`config.mk`:
```
export PLATFORM = sky130hd
export DESIGN_NAME = adc_word_serializer
export DESIGN_NICKNAME = d
export VERILOG_FILES = /design/src/rtl/aws_pkg.sv /design/src/rtl/aws_ctrl.sv /design/src/rtl/aws_datapath.sv /design/src/rtl/adc_word_serializer.sv
export SDC_FILE = /design/constraint.sdc
export NUM_CORES = 1
export LEC_CHECK = 0
export BUFFER_PORTS_ARGS = -buffer_cell sky130_fd_sc_hd__buf_4
export CORE_ASPECT_RATIO = 0.7
export CORE_MARGIN = 5
export CORE_UTILIZATION = 30
export DETAILED_ROUTE_END_ITERATION = 7
export MAX_ROUTING_LAYER = met4
export PLACE_DENSITY = 0.53
export SYNTH_ARGS = -nofsm -noshare
export SYNTH_HDL_FRONTEND = slang
export SYNTH_SLANG_ARGS = --single-unit
```
`constraint.sdc`:
```
create_clock -name clk -period 2.61 [get_ports clk]
set_input_delay 0.522 -clock clk [delete_from_list [all_inputs] [get_ports clk]]
set_output_delay 0.522 -clock clk [all_outputs]
set_load 0.03 [all_outputs]
```
`src/rtl/aws_pkg.sv`:
```
package aws_pkg;

  typedef enum logic [1:0] {
    ST_CONV  = 2'd0,
    ST_SLEEP = 2'd1,
    ST_OUT   = 2'd2
  } awsState_t;

  typedef struct packed {
    logic capture;
    logic reload;
    logic shift;
  } awsStrb_t;

endpackage

```
`src/rtl/aws_ctrl.sv`:
```
module aws_ctrl
  import aws_pkg::*;
#(
  parameter int WORD_W      = 32,
  parameter int CONV_CYCLES = 1000
) (
  input  logic     clk,
  input  logic     rst_n,
  input  logic     sckIn,
  input  logic     csNIn,
  output awsStrb_t strb,
  output logic     busy
);

  localparam int CW = $clog2(CONV_CYCLES + 1);
  localparam int BW = $clog2(WORD_W);
  localparam logic [BW-1:0] LAST_BIT = BW'(WORD_W - 1);

  logic sckS1, sckS2, sckS3;
  logic csS1, csS2;
  logic sckFall, csLow;

  awsState_t stateQ, stateD;
  logic [CW-1:0] convCnt, convCntD;
  logic [BW-1:0] bitCnt, bitCntD;

  // two-flop synchronizers plus one stage for edge detection
  always_ff @(posedge clk) begin
    if (!rst_n) begin
      sckS1 <= 1'b0;
      sckS2 <= 1'b0;
      sckS3 <= 1'b0;
      csS1  <= 1'b1;
      csS2  <= 1'b1;
    end else begin
      sckS1 <= sckIn;
      sckS2 <= sckS1;
      sckS3 <= sckS2;
      csS1  <= csNIn;
      csS2  <= csS1;
    end
  end

  assign sckFall = sckS3 & ~sckS2;
  assign csLow   = ~csS2;

  always_comb begin
    stateD   = stateQ;
    convCntD = convCnt;
    bitCntD  = bitCnt;
    strb     = '0;
    unique case (stateQ)
      ST_CONV: begin
        if (convCnt == '0) begin
          stateD       = ST_SLEEP;
          strb.capture = 1'b1;
        end else begin
          convCntD = convCnt - 1'b1;
        end
      end
      ST_SLEEP: begin
        if (csLow) begin
          stateD  = ST_OUT;
          bitCntD = '0;
        end
      end
      ST_OUT: begin
        if (!csLow) begin
          stateD      = ST_SLEEP;
          strb.reload = 1'b1;
        end else if (sckFall) begin
          if (bitCnt == LAST_BIT) begin
            stateD   = ST_CONV;
            convCntD = CW'(CONV_CYCLES - 1);
          end else begin
            strb.shift = 1'b1;
            bitCntD    = bitCnt + 1'b1;
          end
        end
      end
      default: stateD = ST_CONV;
    endcase
  end

  always_ff @(posedge clk) begin
    if (!rst_n) begin
      stateQ  <= ST_CONV;
      convCnt <= CW'(CONV_CYCLES - 1);
      bitCnt  <= '0;
    end else begin
      stateQ  <= stateD;
      convCnt <= convCntD;
      bitCnt  <= bitCntD;
    end
  end

  assign busy = (stateQ == ST_CONV);

  AST_CONV_HOLD: assert property (@(posedge clk) disable iff (!rst_n)
    (stateQ == ST_CONV && convCnt != '0) |=> (stateQ == ST_CONV));
  AST_LAST_BIT_CONV: assert property (@(posedge clk) disable iff (!rst_n)
    (stateQ == ST_OUT && csLow && sckFall && bitCnt == LAST_BIT) |=> (stateQ == ST_CONV));
  AST_ABORT_SLEEP: assert property (@(posedge clk) disable iff (!rst_n)
    (stateQ == ST_OUT && !csLow) |=> (stateQ == ST_SLEEP));
  AST_SLEEP_NO_CONV: assert property (@(posedge clk) disable iff (!rst_n)
    (stateQ == ST_SLEEP) |=> (stateQ != ST_CONV));
  AST_ONE_STROBE: assert property (@(posedge clk) disable iff (!rst_n)
    $onehot0({strb.capture, strb.reload, strb.shift}));

endmodule

```
`src/rtl/aws_datapath.sv`:
```
module aws_datapath
  import aws_pkg::*;
#(
  parameter int WORD_W = 32,
  parameter int IN_W   = 32
) (
  input  logic                   clk,
  input  logic                   rst_n,
  input  awsStrb_t               strb,
  input  logic                   sampleLoad,
  input  logic signed [IN_W-1:0] sampleIn,
  output logic                   topBit
);

  localparam int FIELD_W = WORD_W - 3;
  localparam logic [WORD_W-1:0] ZERO_CODE = WORD_W'(1) << FIELD_W;

  logic signed [IN_W-1:0] sampleQ;
  logic signed [IN_W-1:0] selV;
  logic signed [FIELD_W:0] clampV;
  logic [WORD_W-1:0] fmtWord;
  logic [WORD_W-1:0] resultQ;
  logic [WORD_W-1:0] shiftQ;

  always_ff @(posedge clk) begin
    if (!rst_n) sampleQ <= '0;
    else if (sampleLoad) sampleQ <= sampleIn;
  end

  // a strobe coinciding with the capture edge takes precedence
  assign selV = sampleLoad ? sampleIn : sampleQ;

  generate
    if (IN_W > FIELD_W) begin : g_clamp
      localparam logic signed [IN_W-1:0] HI_LIM = IN_W'(1) << (FIELD_W - 1);
      localparam logic signed [IN_W-1:0] LO_LIM = -HI_LIM - 1;
      always_comb begin
        if (selV > HI_LIM)      clampV = HI_LIM[FIELD_W:0];
        else if (selV < LO_LIM) clampV = LO_LIM[FIELD_W:0];
        else                    clampV = selV[FIELD_W:0];
      end
    end else begin : g_extend
      assign clampV = {{(FIELD_W + 1 - IN_W){selV[IN_W-1]}}, selV};
    end
  endgenerate

  assign fmtWord = {2'b00, ~clampV[FIELD_W], clampV[FIELD_W-1:0]};

  always_ff @(posedge clk) begin
    if (!rst_n) begin
      resultQ <= ZERO_CODE;
      shiftQ  <= ZERO_CODE;
    end else begin
      if (strb.capture) begin
        resultQ <= fmtWord;
        shiftQ  <= fmtWord;
      end else if (strb.reload) begin
        shiftQ <= resultQ;
      end else if (strb.shift) begin
        shiftQ <= {shiftQ[WORD_W-2:0], 1'b0};
      end
    end
  end

  assign topBit = shiftQ[WORD_W-1];

  AST_HOLD_WORD: assert property (@(posedge clk) disable iff (!rst_n)
    !strb.capture |=> $stable(resultQ));
  AST_LEAD_ZEROS: assert property (@(posedge clk) disable iff (!rst_n)
    strb.capture |=> (shiftQ[WORD_W-1:WORD_W-2] == 2'b00));
  AST_CLAMP_HI: assert property (@(posedge clk) disable iff (!rst_n)
    (resultQ[FIELD_W] && resultQ[FIELD_W-1]) |-> (resultQ[FIELD_W-2:0] == '0));
  AST_CLAMP_LO: assert property (@(posedge clk) disable iff (!rst_n)
    (!resultQ[FIELD_W] && !resultQ[FIELD_W-1]) |-> (&resultQ[FIELD_W-2:0]));
  AST_RELOAD_MATCH: assert property (@(posedge clk) disable iff (!rst_n)
    strb.reload |=> (shiftQ == resultQ));

endmodule

```
`src/rtl/adc_word_serializer.sv`:
```
module adc_word_serializer
  import aws_pkg::*;
#(
  parameter int WORD_W      = 32,
  parameter int IN_W        = 32,
  parameter int CONV_CYCLES = 1000
) (
  input  logic                   clk,
  input  logic                   rst_n,
  input  logic                   sampleLoad,
  input  logic signed [IN_W-1:0] sampleIn,
  input  logic                   sck,
  input  logic                   csN,
  output logic                   sdo,
  output logic                   sdoOe
);

  awsStrb_t strb;
  logic busy;
  logic topBit;

  aws_ctrl #(
    .WORD_W      (WORD_W),
    .CONV_CYCLES (CONV_CYCLES)
  ) ctrl_i (
    .clk   (clk),
    .rst_n (rst_n),
    .sckIn (sck),
    .csNIn (csN),
    .strb  (strb),
    .busy  (busy)
  );

  aws_datapath #(
    .WORD_W (WORD_W),
    .IN_W   (IN_W)
  ) dp_i (
    .clk        (clk),
    .rst_n      (rst_n),
    .strb       (strb),
    .sampleLoad (sampleLoad),
    .sampleIn   (sampleIn),
    .topBit     (topBit)
  );

  assign sdo   = busy ? 1'b1 : topBit;
  assign sdoOe = ~csN;

endmodule

```
# After elaboration in Yosys (flattened, before gate mapping)
# Cells that the tools add are included.
# word_totals
input_bits,37
elab_cells,73
output_inout_bits,2
register_bits,116
# op_classes
n_bitwise,5
n_addsub,2
n_eq_ne,12
n_mux,30
n_lt_le_gt_ge,2
reduce_logical,10
# op_table
cell,count
32-bit two-way mux,3
30-bit two-way mux,3
10-bit two-way mux,4
32-bit by 30-bit > comparator with 1-bit output (second input constant),1
32-bit by 30-bit less-than comparator with 1-bit output (second input constant),1
5-bit two-way mux,4
10-bit case mux with 2 select lines,1
2-bit two-way mux,6
10-bit zero test,1
5-bit case mux with 2 select lines,1
5-bit AND reduction,2
10-bit by 1-bit subtractor with 10-bit output (second input constant),1
2-bit != test (second input constant),4
1-bit two-way mux,7
2-bit by 1-bit != test with 1-bit output (second input constant),3
3-bit by 1-bit != test with 1-bit output (second input constant),2
2-bit case mux with 3 select lines,1
2-bit nonzero test,3
5-bit by 1-bit adder with 5-bit output (second input constant),1
5-bit equality test (second input constant),1
1-bit inverter,4
4-bit AND reduction,1
3-bit nonzero test,1
2-bit by 1-bit equality test with 1-bit output (second input constant),1
other kinds (4),4

# Longest topological paths before layout
# Gate-level depths: netlist of run 1.
# logic_depth
depth_word,8
depth_mapped,11
ltp_nobuf,9

# Hierarchy
# From an unflattened synthesis of run 1, not the netlist that was laid out.
# hier_totals
cells_unflattened,610
hier_area_um2,5560.3
# by_module_without_submodules
module,seq_area_each_um2,instances,cells_each,area_each_um2
aws_datapath,1881.8,1,485,4398.0
aws_ctrl,440.4,1,123,1152.4
adc_word_serializer,0.0,1,2,10.0

# Worst setup path after synthesis of run 1
# Ideal clock, no wire load.
# synth_timing
kind,input to register
from,in sampleLoad
to,reg dp_i.resultQ[18]
path_slack_ps,316
t_arrival_ps,2147
required_ps,2463
setup_ps,147
path_stages,9
n_path_buf,3
path_cell_list,buf_4 -> buf_6 -> mux2i_4 -> nor2_1 -> a2111oi_4 -> nand4b_2 -> nand2_1 -> buf_2 -> a311oi_2
# synth_via
elab_chain_cells,4
word_cells_on_any_way,5
classes_between,2 x order compare; 3 x mux
# synth_rtl
element,line_no,rtl
start: declaration,adc_word_serializer.sv:10,"input logic sampleLoad,"
32-bit two-way mux *,aws_datapath.sv:31,assign selV = sampleLoad ? sampleIn : sampleQ;
32-bit by 30-bit less-than comparator with 1-bit output,aws_datapath.sv:39,else if (selV < LO_LIM) clampV = LO_LIM[FIELD_W:0];
30-bit two-way mux,aws_datapath.sv:39,
30-bit two-way mux *,aws_datapath.sv:38,if (selV > HI_LIM) clampV = HI_LIM[FIELD_W:0];
end signal: assignment,aws_datapath.sv:55,resultQ <= fmtWord;
end: declaration,aws_datapath.sv:22,logic [WORD_W-1:0] resultQ;
# Mark *: on every way between the ends. The rest lies on a longest branch, timed or not.
# A chain may end at the register's enable or synchronous reset.

# Final worst setup path of run 1
# layout_timing
from,reg ctrl_i.stateQ[0]
to,reg dp_i.resultQ[9]
# layout_via
elab_chain_cells,2
# layout_rtl
element,line_no,rtl
start: declaration,aws_ctrl.sv:23,"awsState_t stateQ, stateD;"
start signal: assignment,aws_ctrl.sv:91,stateQ <= stateD;
2-bit zero test,aws_ctrl.sv:52,unique case (stateQ)
1-bit two-way mux,aws_ctrl.sv:52,
# Every way passes these cells.

==> results.cfg, run 1 <==
[outcome]
status = finished, final reports clean

[critical_path]
crit_chain = inv_1, ha_4, or4bb_1, nor4_4, o2111a_2, buf_12, buf_6, a21oi_1, a311oi_2
end_kind = register
cp.arrival_ns = 2.80
path_class = reg2reg
r2r_slack_ns = 0.13
slowest_delay_ns = 0.53
crit_path_max_fanout = 8
slowest_stage = or4bb_1
worstPathRequired_ns = 2.93
start_kind = register

[timing]
fin_crit_ns = 2.476
slew_violations = 0
fmax_ghz = 0.4039
whs_ns = 0.2883
max_slew_margin = 0.4970
setup_viol = 0
finalCritPeriodShare = 0.9487
worst_pin_slew_ns = 0.7534
hold_viol = 0
clock_skew_ns = 0.007285

[synthesis]
synth_edf_count = 0
syn_inst = 688
avgSynthCellArea_um2 = 8.427
seq_area_frac_synth = 0.4005
async_flop_share = 0
synth_commonest_cells = dfxtp_1 (116), nor2_1 (100), a21oi_1 (64)
ys_ff_latch = 116
synth_nets = 733
netlist_area_um2 = 5798
synth_warnings = 0
ys_top_cells_by_area = dfxtp_1 (40%), nor2_1 (6.5%), a21oi_1 (5.5%)
yosysTopAreaCellShare = 0.4005
ys_types = 57
ys.flop_type = dfxtp_1
synth_largest_area_cell = dfxtp_1
yosysMostFrequentCell = dfxtp_1

[power_and_ir_drop]
vdd_drop_max_v = 0.0003321
powerDensity_nw_per_um2 = 672.7
leakagePower_nw = 2.776

[floorplan]
die_w_um = 176.2
die_area_um2 = 22250
chipHeight_um = 126.3
start_util = 0.3056
rows = 42
io-pin-count = 39
core_area_um2 = 18970

[global_routing]
grt_pass1_wl_um = 28300
top_usage_layer = met1
use_met1 = 0.2482
grt_max_degree = 54
antenna_found_initial = 0
use_met3 = 0.02885
grt_remaining_overflow = 0
grtUsageTotal = 0.1648
grt_pass1_vias = 4964
met2_usage = 0.2205

[layout]
antenna-diode-count = 0
fin_area_um2 = 7320
syn_to_final_growth_pct = 26.24
drive_gt1_frac = 0.2111
final_nets = 790
postLayoutCoreUtil = 0.3858

[clocking]
cts_made_buffers = 17
cts.sinks = 116
clockBufferDepth = 2
ctsHtreeMaxLevel = 4
ctsHoldBuffers = 0
cts.clk_slew.worst_paths_ns = 0.05
clock_latency_ns = 0.42
ctsRootBufferMaster = clkbuf_16
cts_tree = yes

[placed_design]
io_buffers = 38
gp_congestion = 0.8019
dpl_cell_area_um2 = 6601
place_hpwl_um = 11910

[drt]
drt_iter0_drc = 468
post-route-drc-count = 0
num_vias = 5386
ant_nets = 0
via_per_inst = 5.270
routed_wl_um = 17930
drtPass1Iterations = 8
routedWlPerCell_um = 17.54

[min_path]
hold_class = in2reg

[run]
cap_viol_max_count = 0
## state kept, by name (all words and copies together), names as in the netlist
signal / flops
dp_i.sampleQ: 32
dp_i.shiftQ: 32
dp_i.resultQ: 30
ctrl_i.convCnt: 10
ctrl_i.bitCnt: 5
ctrl_i.stateQ: 2
ctrl_i.csS1: 1
ctrl_i.csS2: 1
ctrl_i.sckS1: 1
ctrl_i.sckS2: 1
ctrl_i.sckS3: 1
## stage by stage
stage	total power [mW]	std cells	setup TNS [ns]	setup WS, ns
after floorplan	2.258	688	0	0.3160
after global placement	2.504	986	0	0.04372
after detailed placement	2.504	986	0	0.03558
after CTS	4.940	1018	0	0.1012
after global routing	5.121	1022	-0.009561	-0.009561
final	4.924	1022	0	0.1339
## worst paths after layout
path / start / endpoint / cells after the start
hold / removal: csN / ctrl_i.csS1$_SDFF_PN1_ / 3
setup reg to reg: ctrl_i.stateQ[0]$_SDFFE_PN0P_ / dp_i.resultQ[9]$_SDFFE_PN0P_ / 9
hold reg to reg: ctrl_i.csS1$_SDFF_PN1_ / ctrl_i.csS2$_SDFF_PN1_ / 1
setup / recovery: ctrl_i.stateQ[0]$_SDFFE_PN0P_ / dp_i.resultQ[9]$_SDFFE_PN0P_ / 9
## per-layer routing
metal / part of all wire / up-vias
met5: 0 / -
met4: 0.016 / 0
met3: 0.037 / 22
met2: 0.42 / 115
met1: 0.53 / 2614
li1: - / 2635
## power by group
| group | internal [mW] | switching, mW |
|---|---|---|
| Sequential | 1.84 | 0.0516 |
| Clock | 1.59 | 0.838 |
| Combinational | 0.260 | 0.340 |
| Total | 3.69 | 1.23 |
## worst max-delay path, delay by kind of cell (launching register included)
family                   cells  cell delay, ns
AND/OR/NAND/NOR              2            0.89
flip-flops                   1            0.31
buffers and inverters        3            0.39
AO/OA/AOI/OAI                3            0.62
adder cells (fa/ha/maj)      1            0.17
## area by class of cell
type | instances | area [um^2]
Clock inverter | 9 | 125.1
Sequential cell | 116 | 2322
Tap cell | 264 | 330.3
Multi-Input combinational cell | 513 | 3213
Timing Repair Buffer | 90 | 814.5
Clock buffer | 23 | 488.0
Fill cell | 1914 | 11650
Inverter | 7 | 26.28
## cell usage in the layout, fill, tap and decap left out, types with 19 or more instances in the layout
master / count
clkbuf_16: 19
dfxtp_1: 116
nor3_1: 31
nor2_1: 100
o21ai_0: 58
a311oi_2: 20
mux2i_1: 28
a21oi_1: 64
o22ai_1: 28
nand2_1: 49
buf_4: 79
## logic make-up (layout without fill, tap and decap cells)
group	after synthesis	count (layout)	share of synthesized area
XOR/XNOR	10	10	0.01511
AND/OR/NAND/NOR	261	261	0.2184
flip-flops	116	116	0.4005
multiplexers	33	33	0.05999
AO/OA/AOI/OAI	201	201	0.2389
adder cells (fa/ha/maj)	8	8	0.01726
buffers and inverters	59	129	0.04985
## timing repair
item | 4_1_cts | 5_1_grt
gates resized for setup | 0 | 5
setup endpoints to repair | 0 | 18
buffers inserted | 0 | 2
hold endpoints to repair | 0 | 0
(Power assumes the default switching activity.)
==> run 2, diff against run 1 <==
- CAP_MARGIN: unset -> 20
- CTS_BUF_LIST: unset -> sky130_fd_sc_hd__clkbuf_4 sky130_fd_sc_hd__clkbuf_8 sky130_fd_sc_hd__clkbuf_16
==> results.cfg, run 2 (synthesis gave the netlist of run 1 again) <==
[power_and_ir_drop]
vdd_drop_max_v = 0.0003316
switching_share = 0.2487
leakagePower_nw = 2.783
clkPwrFrac = 0.496
power.internal_mw = 3.715
p_seq_frac = 0.382
p_sw_mw = 1.229
p_comb_frac = 0.121
powerDensity_nw_per_um2 = 674.8

[global_routing]
grt_remaining_overflow = 0
antenna_found_initial = 0
grt_pass1_wl_um = 28340
grt_max_degree = 54
grtUsageTotal = 0.1649
grt_pass1_vias = 4969

[placed_design]
dpl_cell_area_um2 = 6601
dpl.cell_count = 986
post-place-ws_ns = 0.03558
io_buffers = 38
place_hpwl_um = 11910
gp_congestion = 0.8019

[critical_path]
regToRegStartpoint = ctrl_i.stateQ[0]$_SDFFE_PN0P_
r2r_slack_ns = 0.14
regToRegEndpoint = dp_i.resultQ[9]$_SDFFE_PN0P_
reg2reg_depth = 9
worstPathRequired_ns = 2.93
crit_path_max_fanout = 8
cp.arrival_ns = 2.79
start_kind = register
end_kind = register
path_class = reg2reg

[layout]
final_nets = 790
final_cell_mix = dfxtp_1 (116), nor2_1 (100), buf_4 (79), a21oi_1 (64), o21ai_0 (58)
syn_to_final_growth_pct = 26.37
regArea_um2 = 2322
antenna-diode-count = 0
fillers = 1915
drive_gt1_frac = 0.2137
postLayoutCoreUtil = 0.3862
fin_area_um2 = 7327
multiInputGateArea_um2 = 3213
mostFrequentLayoutCell = dfxtp_1
reg_top3 = dp_i.sampleQ: 32 flops, dp_i.shiftQ: 32 flops, dp_i.resultQ: 30 flops
stdcell_count = 1022

[clocking]
cts_tree = yes
ctsHtreeMaxLevel = 4
cts.clk_slew.worst_paths_ns = 0.05
cts_made_buffers = 17
cts.sinks = 116
clock_latency_ns = 0.42
ctsRootBufferMaster = clkbuf_16
clockBufferDepth = 2

[drt]
via_per_inst = 5.266
ant_nets = 0
num_vias = 5382
routedWlPerCell_um = 17.51
drtPass1Iterations = 5
post-route-drc-count = 0
drt_iter0_drc = 462
routed_wl_um = 17900

[timing]
finalCritPeriodShare = 0.9480
setup_viol = 0
fin_crit_ns = 2.474
whs_ns = 0.2886
fin_ws_ns = 0.1357
hold_viol = 0
worst_pin_slew_ns = 0.7356
fmax_ghz = 0.4042
slew_violations = 0
clock_skew_ns = 0.009284
max_slew_margin = 0.5089

[outcome]
status = finished, final reports clean

[floorplan]
die_area_um2 = 22250
start_util = 0.3056
chipHeight_um = 126.3
core_area_um2 = 18970
io-pin-count = 39
die_w_um = 176.2
rows = 42

[min_path]
hold_path_depth = 3
hold_class = in2reg
hp-start = csN
whs_endpoint = ctrl_i.csS1$_SDFF_PN1_

[run]
cap_viol_max_count = 0
==> run 2: cell counts in the layout (fill, tap and decap cells not counted) <==
Identical to the previous run, type by type.
==> run 2: worst max-delay path, cell delays in order, from the launching register on <==
cell and delay, ns:
dfxtp_1 0.31, inv_1 0.11, ha_4 0.17, or4bb_1 0.53, nor4_4 0.36, o2111a_2 0.30, buf_12 0.15, buf_6 0.14
a21oi_1 0.06, a311oi_2 0.26
==> run 2: worst max-delay path by stage <==
stage	slack, ns	end	start
5_1_grt	-0.01	dp_i.resultQ[26]$_SDFFE_PN0P_	ctrl_i.stateQ[0]$_SDFFE_PN0P_
6_report	0.14	dp_i.resultQ[9]$_SDFFE_PN0P_	ctrl_i.stateQ[0]$_SDFFE_PN0P_
2_1_floorplan	0.32	dp_i.resultQ[18]$_SDFFE_PN0P_	sampleLoad
4_1_cts	0.1	dp_i.resultQ[26]$_SDFFE_PN0P_	ctrl_i.stateQ[1]$_SDFFE_PN0P_
3_5_place_dp	0.04	dp_i.shiftQ[29]$_SDFFE_PN1P_	sampleLoad
3_3_place_gp	0.04	dp_i.resultQ[6]$_SDFFE_PN0P_	sampleLoad
==> run 2: layout make-up <==
type | count | share of cell area
multi-input cells | 513 | 0.4385
flip-flops and latches | 116 | 0.3169
repair buffers | 90 | 0.1112
clock buffers | 23 | 0.06762
well taps | 264 | 0.04508
clock inverters | 9 | 0.01708
inverters | 7 | 0.003586
==> run 2: timing repair <==
| item | 4_1_cts | 5_1_grt |
|---|---|---|
| hold buffers | 0 | 0 |
| buffers inserted | 0 | 2 |
| endpoints found under the setup margin | 0 | 18 |
| endpoints found under the hold margin | 0 | 0 |
| gates resized for setup | 0 | 5 |
==> run 2: metrics by stage <==
stage	setup TNS (ns)	power, mW
5_1_grt	-0.01972	5.142
3_3_place_gp	0	2.504
3_5_place_dp	0	2.504
6_report	0	4.944
4_1_cts	0	4.959
2_1_floorplan	0	2.258
==> run 2: routing by layer <==
layer	share of wire	routed length, um	up-vias	track usage
li1	-	-	2638	-
met1	0.52	9337	2588	0.2482
met2	0.41	7417	134	0.2210
met3	0.048	854	22	0.02885
met4	0.016	286	0	0.05316
met5	0	0	-	-
==> run 2: power by group through the flow <==
stage,registers [mW],logic (mW),clock network (mW)
after floorplan,1.91,0.345,0
after global placement,1.93,0.578,0
after detailed placement,1.93,0.578,0
after CTS,1.89,0.582,2.49
after global routing,1.90,0.665,2.58
final,1.89,0.600,2.45
==> run 3, diff against run 2 <==
- ABC_AREA: unset -> 1
==> results.cfg, run 3 <==
[outcome]
status = finished, final reports clean

[placed_design]
gp_congestion = 0.7899
dpl.cell_count = 1222
io_buffers = 38
place_hpwl_um = 10010

[drt]
drtPass1Iterations = 4
ant_nets = 0
routed_wl_um = 14980
num_vias = 5511
post-route-drc-count = 0
via_per_inst = 4.395
routedWlPerCell_um = 11.95
drt_iter0_drc = 338

[timing]
fmax_ghz = 0.4619
max_slew_margin = 0.5096
rsz0062_at_grt = false
slew_violations = 0
whs_ns = 0.3001
clock_skew_ns = 0.01470
hold_viol = 0
setup_viol = 0
tns_ns = 0
worst_pin_slew_ns = 0.7345
fin_crit_ns = 2.165
finalCritPeriodShare = 0.8294

[synthesis]
ys.flop_type = dfxtp_1
synth_warnings = 0
synth_commonest_cells = nand2_1 (416), dfxtp_1 (116), o21ai_0 (89)
ys_top_cells_by_area = dfxtp_1 (40%), nand2_1 (27%), o21ai_0 (7.6%)
yosysMostFrequentCell = nand2_1
ys_types = 24
synth_largest_area_cell = dfxtp_1
synth_edf_count = 0
avgSynthCellArea_um2 = 6.217
netlist_area_um2 = 5851
synth_nets = 986
async_flop_share = 0
syn_inst = 941
ys_ff_latch = 116
yosysTopAreaCellShare = 0.3969
seq_area_frac_synth = 0.3969

[clocking]
ctsRootBufferMaster = clkbuf_16
cts.clk_slew.worst_paths_ns = 0.05
post_cts_buffers = 0
cts_tree = yes
cts_made_buffers = 17
ctsHoldBuffers = 0
clock_latency_ns = 0.41
cts.sinks = 116
ctsHtreeMaxLevel = 4
clockBufferDepth = 2
cts_resized = 0

[layout]
multiInputGateArea_um2 = 2945
stdcell_count = 1254
mostFrequentLayoutCell = nand2_1
final_nets = 1022
antenna-diode-count = 0
drive_gt1_frac = 0.1040
regArea_um2 = 2322
final_cell_mix = nand2_1 (416), dfxtp_1 (116), o21ai_0 (89), inv_1 (86), nor2_1 (75)
fillers = 2091
reg_top3 = dp_i.sampleQ: 32 flops, dp_i.shiftQ: 32 flops, dp_i.resultQ: 30 flops
syn_to_final_growth_pct = 22.99

[global_routing]
grt_remaining_overflow = 0
top_usage_layer = met2
grt_max_degree = 46
antenna_found_initial = 0
use_met3 = 0.02974
grt_pass1_vias = 5207
grt_pass1_wl_um = 25630
met2_usage = 0.2131
use_met1 = 0.1993
grtUsageTotal = 0.1430

[power_and_ir_drop]
vdd_drop_max_v = 0.0003492
leakagePower_nw = 3.444
powerDensity_nw_per_um2 = 690.2

[floorplan]
io-pin-count = 39
start_util = 0.3076
core_area_um2 = 19020
die_w_um = 176.9
chipHeight_um = 126.8
rows = 42
die_area_um2 = 22440

[critical_path]
start_kind = register
reg2reg_depth = 11
slowest_stage = dfxtp_1
crit_chain = inv_1, ha_1, or2_2, buf_4
crit_path_max_fanout = 5
end_kind = output pin
slowest_delay_ns = 0.39
r2r_slack_ns = 0.49
worstPathRequired_ns = 2.09
regToRegStartpoint = ctrl_i.stateQ[0]$_SDFFE_PN0P_
regToRegEndpoint = dp_i.shiftQ[0]$_SDFFE_PN0P_
path_class = reg2out
cp.arrival_ns = 1.64

[min_path]
hold_path_depth = 3
hold_class = in2reg
whs_endpoint = ctrl_i.sckS1$_SDFF_PN0_
hp-start = sck

[run]
cap_viol_max_count = 0
run 3: changes by cell type in the layout (fill, tap and decap cells not counted), moves of 22 or more:
cell and change:
a21oi_1 -22, o22ai_1 -28, nand2_1 +367, nor3_1 -28
o21ai_0 +31, inv_1 +81, nor2_1 -25, mux2i_1 -28
run 3: metrics by stage:
| step | total power, mW | instance area [um^2] | worst slack (ns) | util |
|---|---|---|---|---|
| after floorplan | 2.107 | 5851 | 0.5665 | - |
| after global placement | 2.244 | 6495 | 0.1629 | 0.3414 |
| after detailed placement | 2.241 | 6495 | 0.1550 | 0.3414 |
| after CTS | 5.021 | 7196 | 0.4285 | 0.3783 |
| after global routing | 5.140 | 7196 | 0.1974 | 0.3783 |
| final | 4.967 | 7196 | 0.4453 | 0.3783 |
run 3: power by group:
group          switching, mW  leakage [nW]  internal, mW
sequential            0.0162         0.944          1.81
combinational          0.232          2.16         0.138
clock                  0.844         0.341          1.92
run 3: layer usage:
layer,vias to the layer above,wire length (um)
li1,2990,-
met1,2422,7982
met2,86,6305
met3,13,538
met4,0,159
met5,-,0
run 3: worst max path at each step:
stage                                             start                            end  slack [ns]  cells after the start
final                     ctrl_i.stateQ[0]$_SDFFE_PN0P_                            sdo        0.45                      4
after global routing      ctrl_i.stateQ[0]$_SDFFE_PN0P_    dp_i.shiftQ[1]$_SDFFE_PN0P_        0.20                     11
after CTS                 ctrl_i.stateQ[0]$_SDFFE_PN0P_                            sdo        0.43                      4
after detailed placement                     sampleLoad    dp_i.shiftQ[9]$_SDFFE_PN0P_        0.15                     14
after global placement                       sampleLoad   dp_i.shiftQ[10]$_SDFFE_PN0P_        0.16                     14
after floorplan                              sampleLoad  dp_i.resultQ[16]$_SDFFE_PN0P_        0.57                     13
run 3: final cells by class:
cell class	instances	share of cell area
multi-input combinational	688	0.4093
tap	264	0.04591
clock buffer	19	0.06208
clock inverter	13	0.03530
sequential	116	0.3227
inverter	89	0.04643
timing repair buffer	65	0.07825
run 3: cell families (layout without fill, tap and decap cells):
kind of cell	Yosys count	count (layout)	share of synthesized area
AO/OA/AOI/OAI	155	155	0.1358
flip-flops	116	116	0.3969
buffers and inverters	137	186	0.09966
adder cells (fa/ha/maj)	8	8	0.01711
AND/OR/NAND/NOR	518	518	0.3400
XOR/XNOR	7	7	0.01048
run 3: worst max-delay path: cells and delay by family, from the launching register on:
family,cells,cell delay [ns]
buffers and inverters,2,0.28
AND/OR/NAND/NOR,1,0.32
adder cells (fa/ha/maj),1,0.26
flip-flops,1,0.39
